[src/rtl/chsel_pkg.sv]
package chsel_pkg;

  typedef enum logic [3:0] {
    ST_IDLE,
    ST_ADDR,
    ST_AEND,
    ST_AACK,
    ST_WDAT,
    ST_WEND,
    ST_WACK,
    ST_RDAT,
    ST_RACK,
    ST_SKIP
  } bus_state_t;

  localparam int unsigned ADDR_W = 7;
  localparam int unsigned BYTE_W = 8;

endpackage

[src/rtl/chsel_rst_sync.sv]
module chsel_rst_sync (
  input  logic clk,
  input  logic arst_n,
  output logic rst_n_o
);

  logic stage1_q;
  logic stage2_q;

  always_ff @(posedge clk or negedge arst_n) begin
    if (!arst_n) begin
      stage1_q <= 1'b0;
      stage2_q <= 1'b0;
    end else begin
      stage1_q <= 1'b1;
      stage2_q <= stage1_q;
    end
  end

  assign rst_n_o = stage2_q;

endmodule

[src/rtl/chsel_line_filter.sv]
// Two-flop synchronizer followed by a persistence filter: the clean output
// follows the input only after FILT_CYC consecutive differing samples.
module chsel_line_filter #(
  parameter int unsigned FILT_CYC = 5
) (
  input  logic clk,
  input  logic rst_n,
  input  logic line_i,
  output logic line_o
);

  localparam int unsigned CNT_W = (FILT_CYC < 2) ? 1 : $clog2(FILT_CYC + 1);
  localparam logic [CNT_W-1:0] CNT_LAST = CNT_W'(FILT_CYC - 1);

  logic             meta_q;
  logic             sync_q;
  logic             out_q, out_d;
  logic [CNT_W-1:0] cnt_q, cnt_d;

  always_comb begin
    out_d = out_q;
    cnt_d = cnt_q;
    if (sync_q == out_q) begin
      cnt_d = '0;
    end else if (cnt_q >= CNT_LAST) begin
      out_d = sync_q;
      cnt_d = '0;
    end else begin
      cnt_d = cnt_q + 1'b1;
    end
  end

  always_ff @(posedge clk or negedge rst_n) begin
    if (!rst_n) begin
      meta_q <= 1'b1;
      sync_q <= 1'b1;
      out_q  <= 1'b1;
      cnt_q  <= '0;
    end else begin
      meta_q <= line_i;
      sync_q <= meta_q;
      out_q  <= out_d;
      cnt_q  <= cnt_d;
    end
  end

  assign line_o = out_q;

endmodule

[src/rtl/chsel_bus_fsm.sv]
module chsel_bus_fsm
  import chsel_pkg::*;
#(
  parameter int unsigned              CH        = 4,
  parameter int unsigned              STRAP_W   = 3,
  parameter logic [ADDR_W-1:0]        BASE_ADDR = 7'h70
) (
  input  logic               clk,
  input  logic               rst_n,
  input  logic               scl_f,
  input  logic               sda_f,
  input  logic [STRAP_W-1:0] strap,
  input  logic [CH-1:0]      cur_sel,
  output logic               sda_pull,
  output logic               wr_fire,
  output logic [CH-1:0]      wr_mask,
  output logic               stop_evt,
  output logic               start_evt
);

  localparam int unsigned FIX_W = ADDR_W - STRAP_W;
  localparam logic [FIX_W-1:0] FIX_BITS = BASE_ADDR[ADDR_W-1:STRAP_W];

  bus_state_t        state_q, state_d;
  logic [2:0]        bit_q, bit_d;
  logic [BYTE_W-1:0] sh_q, sh_d;
  logic              pull_q, pull_d;
  logic              rw_q, rw_d;
  logic              mack_q, mack_d;
  logic              scl_p_q, sda_p_q;

  logic              scl_rise, scl_fall;
  logic [BYTE_W-1:0] tx_byte;
  logic              addr_hit;

  // bus events on the filtered lines
  assign scl_rise  =  scl_f & ~scl_p_q;
  assign scl_fall  = ~scl_f &  scl_p_q;
  assign start_evt =  scl_f & scl_p_q &  sda_p_q & ~sda_f;
  assign stop_evt  =  scl_f & scl_p_q & ~sda_p_q &  sda_f;

  assign addr_hit  = (sh_q[BYTE_W-1:1] == {FIX_BITS, strap});

  always_comb begin
    tx_byte         = '0;
    tx_byte[CH-1:0] = cur_sel;
  end

  always_comb begin
    state_d = state_q;
    bit_d   = bit_q;
    sh_d    = sh_q;
    pull_d  = pull_q;
    rw_d    = rw_q;
    mack_d  = mack_q;
    wr_fire = 1'b0;
    if (start_evt) begin
      state_d = ST_ADDR;
      bit_d   = '0;
      pull_d  = 1'b0;
    end else if (stop_evt) begin
      state_d = ST_IDLE;
      pull_d  = 1'b0;
    end else begin
      unique case (state_q)
        ST_ADDR, ST_WDAT: begin
          if (scl_rise) begin
            sh_d  = {sh_q[BYTE_W-2:0], sda_f};
            bit_d = bit_q + 1'b1;
            if (bit_q == 3'd7) begin
              state_d = (state_q == ST_ADDR) ? ST_AEND : ST_WEND;
            end
          end
        end
        ST_AEND: begin
          if (scl_fall) begin
            if (addr_hit) begin
              pull_d  = 1'b1;
              rw_d    = sh_q[0];
              state_d = ST_AACK;
            end else begin
              state_d = ST_SKIP;
            end
          end
        end
        ST_AACK: begin
          if (scl_fall) begin
            bit_d = '0;
            if (rw_q) begin
              sh_d    = tx_byte;
              pull_d  = ~tx_byte[BYTE_W-1];
              state_d = ST_RDAT;
            end else begin
              pull_d  = 1'b0;
              state_d = ST_WDAT;
            end
          end
        end
        ST_WEND: begin
          if (scl_fall) begin
            wr_fire = 1'b1;
            pull_d  = 1'b1;
            state_d = ST_WACK;
          end
        end
        ST_WACK: begin
          if (scl_fall) begin
            pull_d  = 1'b0;
            bit_d   = '0;
            state_d = ST_WDAT;
          end
        end
        ST_RDAT: begin
          if (scl_fall) begin
            if (bit_q == 3'd7) begin
              pull_d  = 1'b0;
              state_d = ST_RACK;
            end else begin
              bit_d  = bit_q + 1'b1;
              sh_d   = {sh_q[BYTE_W-2:0], 1'b0};
              pull_d = ~sh_q[BYTE_W-2];
            end
          end
        end
        ST_RACK: begin
          if (scl_rise) begin
            mack_d = ~sda_f;
          end else if (scl_fall) begin
            if (mack_q) begin
              bit_d   = '0;
              sh_d    = tx_byte;
              pull_d  = ~tx_byte[BYTE_W-1];
              state_d = ST_RDAT;
            end else begin
              state_d = ST_SKIP;
            end
          end
        end
        default: begin
          state_d = state_q;
        end
      endcase
    end
  end

  always_ff @(posedge clk or negedge rst_n) begin
    if (!rst_n) begin
      state_q <= ST_IDLE;
      bit_q   <= '0;
      sh_q    <= '0;
      pull_q  <= 1'b0;
      rw_q    <= 1'b0;
      mack_q  <= 1'b0;
      scl_p_q <= 1'b1;
      sda_p_q <= 1'b1;
    end else begin
      state_q <= state_d;
      bit_q   <= bit_d;
      sh_q    <= sh_d;
      pull_q  <= pull_d;
      rw_q    <= rw_d;
      mack_q  <= mack_d;
      scl_p_q <= scl_f;
      sda_p_q <= sda_f;
    end
  end

  assign sda_pull = pull_q;
  assign wr_mask  = sh_q[CH-1:0];

endmodule

[src/rtl/chsel_sel_reg.sv]
// Staged channel mask: written bytes land in a pending copy that is
// transferred to the live mask when a stop condition is seen.
module chsel_sel_reg #(
  parameter int unsigned CH = 4
) (
  input  logic          clk,
  input  logic          rst_n,
  input  logic          wr_fire,
  input  logic [CH-1:0] wr_mask,
  input  logic          stop_evt,
  output logic [CH-1:0] live_mask
);

  logic [CH-1:0] pend_q, pend_d;
  logic          pend_v_q, pend_v_d;
  logic [CH-1:0] live_q, live_d;

  always_comb begin
    pend_d   = pend_q;
    pend_v_d = pend_v_q;
    live_d   = live_q;
    if (wr_fire) begin
      pend_d   = wr_mask;
      pend_v_d = 1'b1;
    end else if (stop_evt) begin
      if (pend_v_q) begin
        live_d = pend_q;
      end
      pend_v_d = 1'b0;
    end
  end

  always_ff @(posedge clk or negedge rst_n) begin
    if (!rst_n) begin
      pend_q   <= '0;
      pend_v_q <= 1'b0;
      live_q   <= '0;
    end else begin
      pend_q   <= pend_d;
      pend_v_q <= pend_v_d;
      live_q   <= live_d;
    end
  end

  assign live_mask = live_q;

endmodule

[src/rtl/chsel_top.sv]
module chsel_top
  import chsel_pkg::*;
#(
  parameter int unsigned       CH        = 4,
  parameter int unsigned       STRAP_W   = 3,
  parameter int unsigned       FILT_CYC  = 5,
  parameter logic [ADDR_W-1:0] BASE_ADDR = 7'h70
) (
  input  logic               clk,
  input  logic               por_n,
  input  logic               rst_in_n,
  input  logic               scl_i,
  input  logic               sda_i,
  input  logic [STRAP_W-1:0] strap,
  output logic               sda_pull,
  output logic [CH-1:0]      chan_en
);

  localparam int unsigned N_LINES = 2;

  logic               arst_n;
  logic               rst_n_s;
  logic [N_LINES-1:0] raw_lines;
  logic [N_LINES-1:0] clean_lines;
  logic               scl_f, sda_f;
  logic               wr_fire;
  logic [CH-1:0]      wr_mask;
  logic               stop_evt;
  logic               start_evt;
  logic [CH-1:0]      live_mask;

  assign arst_n = por_n & rst_in_n;

  chsel_rst_sync u_rst (
    .clk     (clk),
    .arst_n  (arst_n),
    .rst_n_o (rst_n_s)
  );

  assign raw_lines = {sda_i, scl_i};

  for (genvar g = 0; g < N_LINES; g++) begin : g_filt
    chsel_line_filter #(.FILT_CYC(FILT_CYC)) u_filt (
      .clk    (clk),
      .rst_n  (rst_n_s),
      .line_i (raw_lines[g]),
      .line_o (clean_lines[g])
    );
  end

  assign scl_f = clean_lines[0];
  assign sda_f = clean_lines[1];

  chsel_bus_fsm #(
    .CH        (CH),
    .STRAP_W   (STRAP_W),
    .BASE_ADDR (BASE_ADDR)
  ) u_fsm (
    .clk       (clk),
    .rst_n     (rst_n_s),
    .scl_f     (scl_f),
    .sda_f     (sda_f),
    .strap     (strap),
    .cur_sel   (live_mask),
    .sda_pull  (sda_pull),
    .wr_fire   (wr_fire),
    .wr_mask   (wr_mask),
    .stop_evt  (stop_evt),
    .start_evt (start_evt)
  );

  chsel_sel_reg #(.CH(CH)) u_sel (
    .clk       (clk),
    .rst_n     (rst_n_s),
    .wr_fire   (wr_fire),
    .wr_mask   (wr_mask),
    .stop_evt  (stop_evt),
    .live_mask (live_mask)
  );

  assign chan_en = live_mask;

endmodule

[config.mk]
export PLATFORM = sky130hd
export DESIGN_NAME = chsel_top
export DESIGN_NICKNAME = d
export VERILOG_FILES = /design/src/rtl/chsel_pkg.sv /design/src/rtl/chsel_rst_sync.sv /design/src/rtl/chsel_line_filter.sv /design/src/rtl/chsel_bus_fsm.sv /design/src/rtl/chsel_sel_reg.sv /design/src/rtl/chsel_top.sv
export SDC_FILE = /design/constraint.sdc
export NUM_CORES = 1
export LEC_CHECK = 0
export BUFFER_PORTS_ARGS = -buffer_cell sky130_fd_sc_hd__buf_2
export CAP_MARGIN = 5
export CORE_MARGIN = 2
export CORE_UTILIZATION = 35
export DETAILED_ROUTE_END_ITERATION = 12
export PLACE_DENSITY = 0.5
export SLEW_MARGIN = 20
export SYNTH_ARGS = -nofsm -noshare
export SYNTH_HDL_FRONTEND = slang
export SYNTH_SLANG_ARGS = --single-unit
[constraint.sdc]
create_clock -name clk -period 3 [get_ports clk]
set_clock_uncertainty 0.1 [all_clocks]
set_input_delay 0.3 -clock clk [delete_from_list [all_inputs] [get_ports clk]]
set_output_delay 0.3 -clock clk [all_outputs]
set_load 0.02 [all_outputs]
==> parameters.txt <==
Parameter                              Value

Outcome
  Run status    finished clean

Final layout
  Layout Cells excl Fill    297
  Syn-to-layout area delta    11.4%
  Area occupied by multi-input gates    1090 um2
  Sequential Area    1090 um2
  Leading cell types in the layout, fill and taps excluded    34 x sky130_fd_sc_hd__dfrtp_1, 22 x sky130_fd_sc_hd__mux2_2, 15 x sky130_fd_sc_hd__nor2_1
  NumNets Final    233
  Antenna fix cells    0
  Layout filler cell count    629
  Fraction of final layout cells sized beyond drive strength 1    0.282
  Most common library cell in the layout ignoring fill and taps    sky130_fd_sc_hd__dfrtp_1

Run
  Total of max-cap violations    0

GRT
  Overall routing resource usage    0.129
  Met2 layer usage reported by global route    0.201
  Antenna violations before repair    0
  Pin count of the biggest net entering global routing    42
  Most used routing layer in global routing    met2
  Number of global-route vias before repair    1492
  Global Route met3 Usage    0.0295
  Global-route track usage on met1    0.176
  Global route total overflow    0
  Global-route wire length before repair    7.27 mm

Critical path
  Critical path cell sequence    or4b_4 -> o22ai_1 -> nor2_1 -> nand4b_4 -> mux2_2
  Data arrival time of the critical path    2.48 ns
  Required arrival time at the worst endpoint    3.08 ns
  Largest incremental delay on the critical path    0.65 ns
  Element type at the critical path end    flip-flop
  Classification of the worst setup path    reg2reg
  Number of buffer and inverter stages on the critical path    0
  Endpoint of the lowest-slack register-to-register path    u_fsm.sh_q[5]
  Critical register-to-register path startpoint    u_fsm.state_q[2]
  Worst reg-to-reg setup slack    0.60 ns
  Sort of element at the start of the critical path    flip-flop
  Worst R2R Path Depth    5
  CP top delay family    simple AND/OR/NAND/NOR gates
  Slowest cell on crit path    sky130_fd_sc_hd__or4b_4
  Maximum fanout count along the critical path    20

Logic synthesis
  #FFs+latches synth    43
  FFs w/ async S/R, synth    1.00
  Syn_area_per_cell    11.2 um2
  Yosys warning total    0
  Number of enable flip-flop cells after synthesis    0
  Total standard cell area after synthesis    2260 um2
  Leading register cell type out of synthesis    sky130_fd_sc_hd__dfrtp_1
  Number of distinct library cells after synthesis    49
  Number of cells produced by synthesis    202
  Post-Synthesis Net Count    216
  Sequential area share after synthesis    0.481

Die
  Row Count    29
  Die span in y    84.3 um
  Number of placed I/O pins    13
  Effective utilization at floorplan    0.360
  Die extent in x    84.3 um
  Total core area    6280 um2
  DIE AREA    7110 um2

Timing
  Final min period    2.40 ns
  Unrepaired setup endpoints after global routing    false
  Final worst-path cycle share    0.798
  Final Hold Viols    0
  Peak Freq    0.418 GHz
  Slew @ Worst Pin    0.895 ns
  Summed negative setup slack over all endpoints    0 ns
  Final-layout worst hold slack    0.255 ns
  Count of final setup violators    0
  Relative slew slack    0.403
  Pins over their slew limit    0

Power
  Post-layout power    2.43 mW
  Leakage dissipation    1.14 nW
  Peak VDD IR    0.417 mV
  Power per unit of standard cell area    965 nW/um2

Detailed routing
  Wire length per cell    13.9 um
  DRC violation count after routing    0
  Number of detailed-routing iterations run before antenna repair    4
  Via count    1512
  Total wire length    4.14 mm
  Post-route ant nets    0
  DRT iter0 DRCs    141
  Vias per cell    5.09

Place
  Total of buffers placed on input and output ports    12
  Final GP Congestion    0.761
  Dpl cells    285
  Post-detail-place hpwl    2.92 mm

Clocking
  CTS Buf Count    5
  Max Buffers Root-to-Sink    2
  Worst-Skew Late Latency    0.30 ns
  Clock root buffer    sky130_fd_sc_hd__clkbuf_8
  H-tree Lvls    2
  Clock transition at the registers of the reported paths    0.08 ns
  Clock net sink count    43
  CTS tree    built
  Number of instances resized during post-cts repair    0

Hold path
  Classification of the worst-slack hold path    reg2reg
  Min-Delay Startpoint    u_rst.stage1_q
  Worst Hold Path EP    u_rst.rst_n_o
  Number of instances on the worst hold path    0
where the power goes:
group          switching, mW  total, mW  internal (mW)
sequential             0.280       1.05          0.766
combinational          0.469      0.987          0.518
clock                  0.203      0.394          0.190
total                  0.952       2.43           1.47
cells in the mapped netlist, types with 3 or more instances:
library cell / instances / area share
sky130_fd_sc_hd__dfstp_2: 8 / 0.093
sky130_fd_sc_hd__o31ai_1: 3 / 0.010
sky130_fd_sc_hd__nand2_1: 12 / 0.020
sky130_fd_sc_hd__ha_1: 6 / 0.033
sky130_fd_sc_hd__nand3b_1: 3 / 0.010
sky130_fd_sc_hd__nor3_1: 6 / 0.013
sky130_fd_sc_hd__dfrtp_1: 35 / 0.39
sky130_fd_sc_hd__inv_1: 9 / 0.015
sky130_fd_sc_hd__mux2_2: 22 / 0.11
sky130_fd_sc_hd__nand3_1: 4 / 0.0089
sky130_fd_sc_hd__nor2_1: 15 / 0.025
sky130_fd_sc_hd__mux2i_1: 3 / 0.013
sky130_fd_sc_hd__nor2b_1: 8 / 0.022
sky130_fd_sc_hd__clkbuf_1: 3 / 0.0050
sky130_fd_sc_hd__a21oi_1: 7 / 0.016
sky130_fd_sc_hd__xnor2_1: 6 / 0.023
sky130_fd_sc_hd__o21ai_0: 5 / 0.011
sky130_fd_sc_hd__and2_1: 5 / 0.014
metrics by stage:
stage | utilization | area [um2] | setup WS [ns]
after floorplan | - | 2260 | 0.875
after global placement | 0.379 | 2380 | 0.625
after detailed placement | 0.379 | 2380 | 0.619
after CTS | 0.401 | 2510 | 0.609
after global routing | 0.401 | 2510 | 0.471
final | 0.401 | 2510 | 0.605
state kept, by name, indices dropped and copies added, names as in the netlist:
signal,count
u_sel.pend_q,4
u_fsm.scl_p_q,1
g_filt.u_filt.meta_q,2
u_fsm.state_q,4
g_filt.u_filt.sync_q,2
u_sel.pend_v_q,1
g_filt.u_filt.cnt_q,6
u_fsm.sda_p_q,1
u_sel.live_mask,4
u_rst.rst_n_o,1
u_fsm.sda_pull,1
g_filt.u_filt.line_o,2
u_fsm.rw_q,1
u_fsm.sh_q,8
u_rst.stage1_q,1
u_fsm.mack_q,1
u_fsm.bit_q,3
layout make-up:
| class | count | area share |
|---|---|---|
| flip-flops and latches | 43 | 0.432 |
| multi-input cells | 142 | 0.432 |
| repair buffers | 18 | 0.0458 |
| well taps | 77 | 0.0383 |
| clock buffers | 7 | 0.0343 |
| inverters | 9 | 0.0134 |
| clock inverters | 1 | 0.00348 |
kinds of logic after synthesis:
| group | Yosys count | synth area share |
|---|---|---|
| adders and majority gates | 6 | 0.0332 |
| muxes | 25 | 0.123 |
| AOI/OAI and AO/OA | 34 | 0.109 |
| and+or+nand+nor | 69 | 0.184 |
| xor gates and xnor gates | 7 | 0.0305 |
| other | 1 | 0.00166 |
| DFF | 43 | 0.481 |
| buffers and inverters | 17 | 0.0377 |
how the worst max path moves through the flow:
stage                      from  depth (start not counted)  slack (ns)              to
2_1_floorplan  u_fsm.state_q[2]                          6        0.88   u_fsm.sh_q[0]
3_3_place_gp   u_fsm.state_q[2]                          5        0.62   u_fsm.sh_q[5]
3_5_place_dp   u_fsm.state_q[2]                          5        0.62   u_fsm.sh_q[5]
4_1_cts        u_fsm.state_q[2]                          5        0.61   u_fsm.sh_q[0]
5_1_grt        u_fsm.state_q[2]                          5        0.47  u_fsm.bit_q[1]
6_report       u_fsm.state_q[2]                          5        0.60   u_fsm.sh_q[5]
metal layers:
layer / vias to the layer above / routed length, um
met2: 36 / 1930
met4: 0 / 67
li1: 749 / -
met1: 721 / 1970
met3: 6 / 177
met5: - / 0
timing repair:
item,4_1_cts,5_1_grt
hold endpoints to repair,4,0
hold buffers,4,0
setup buffers,0,0
No activity file was read; power rests on OpenSTA's default activity.
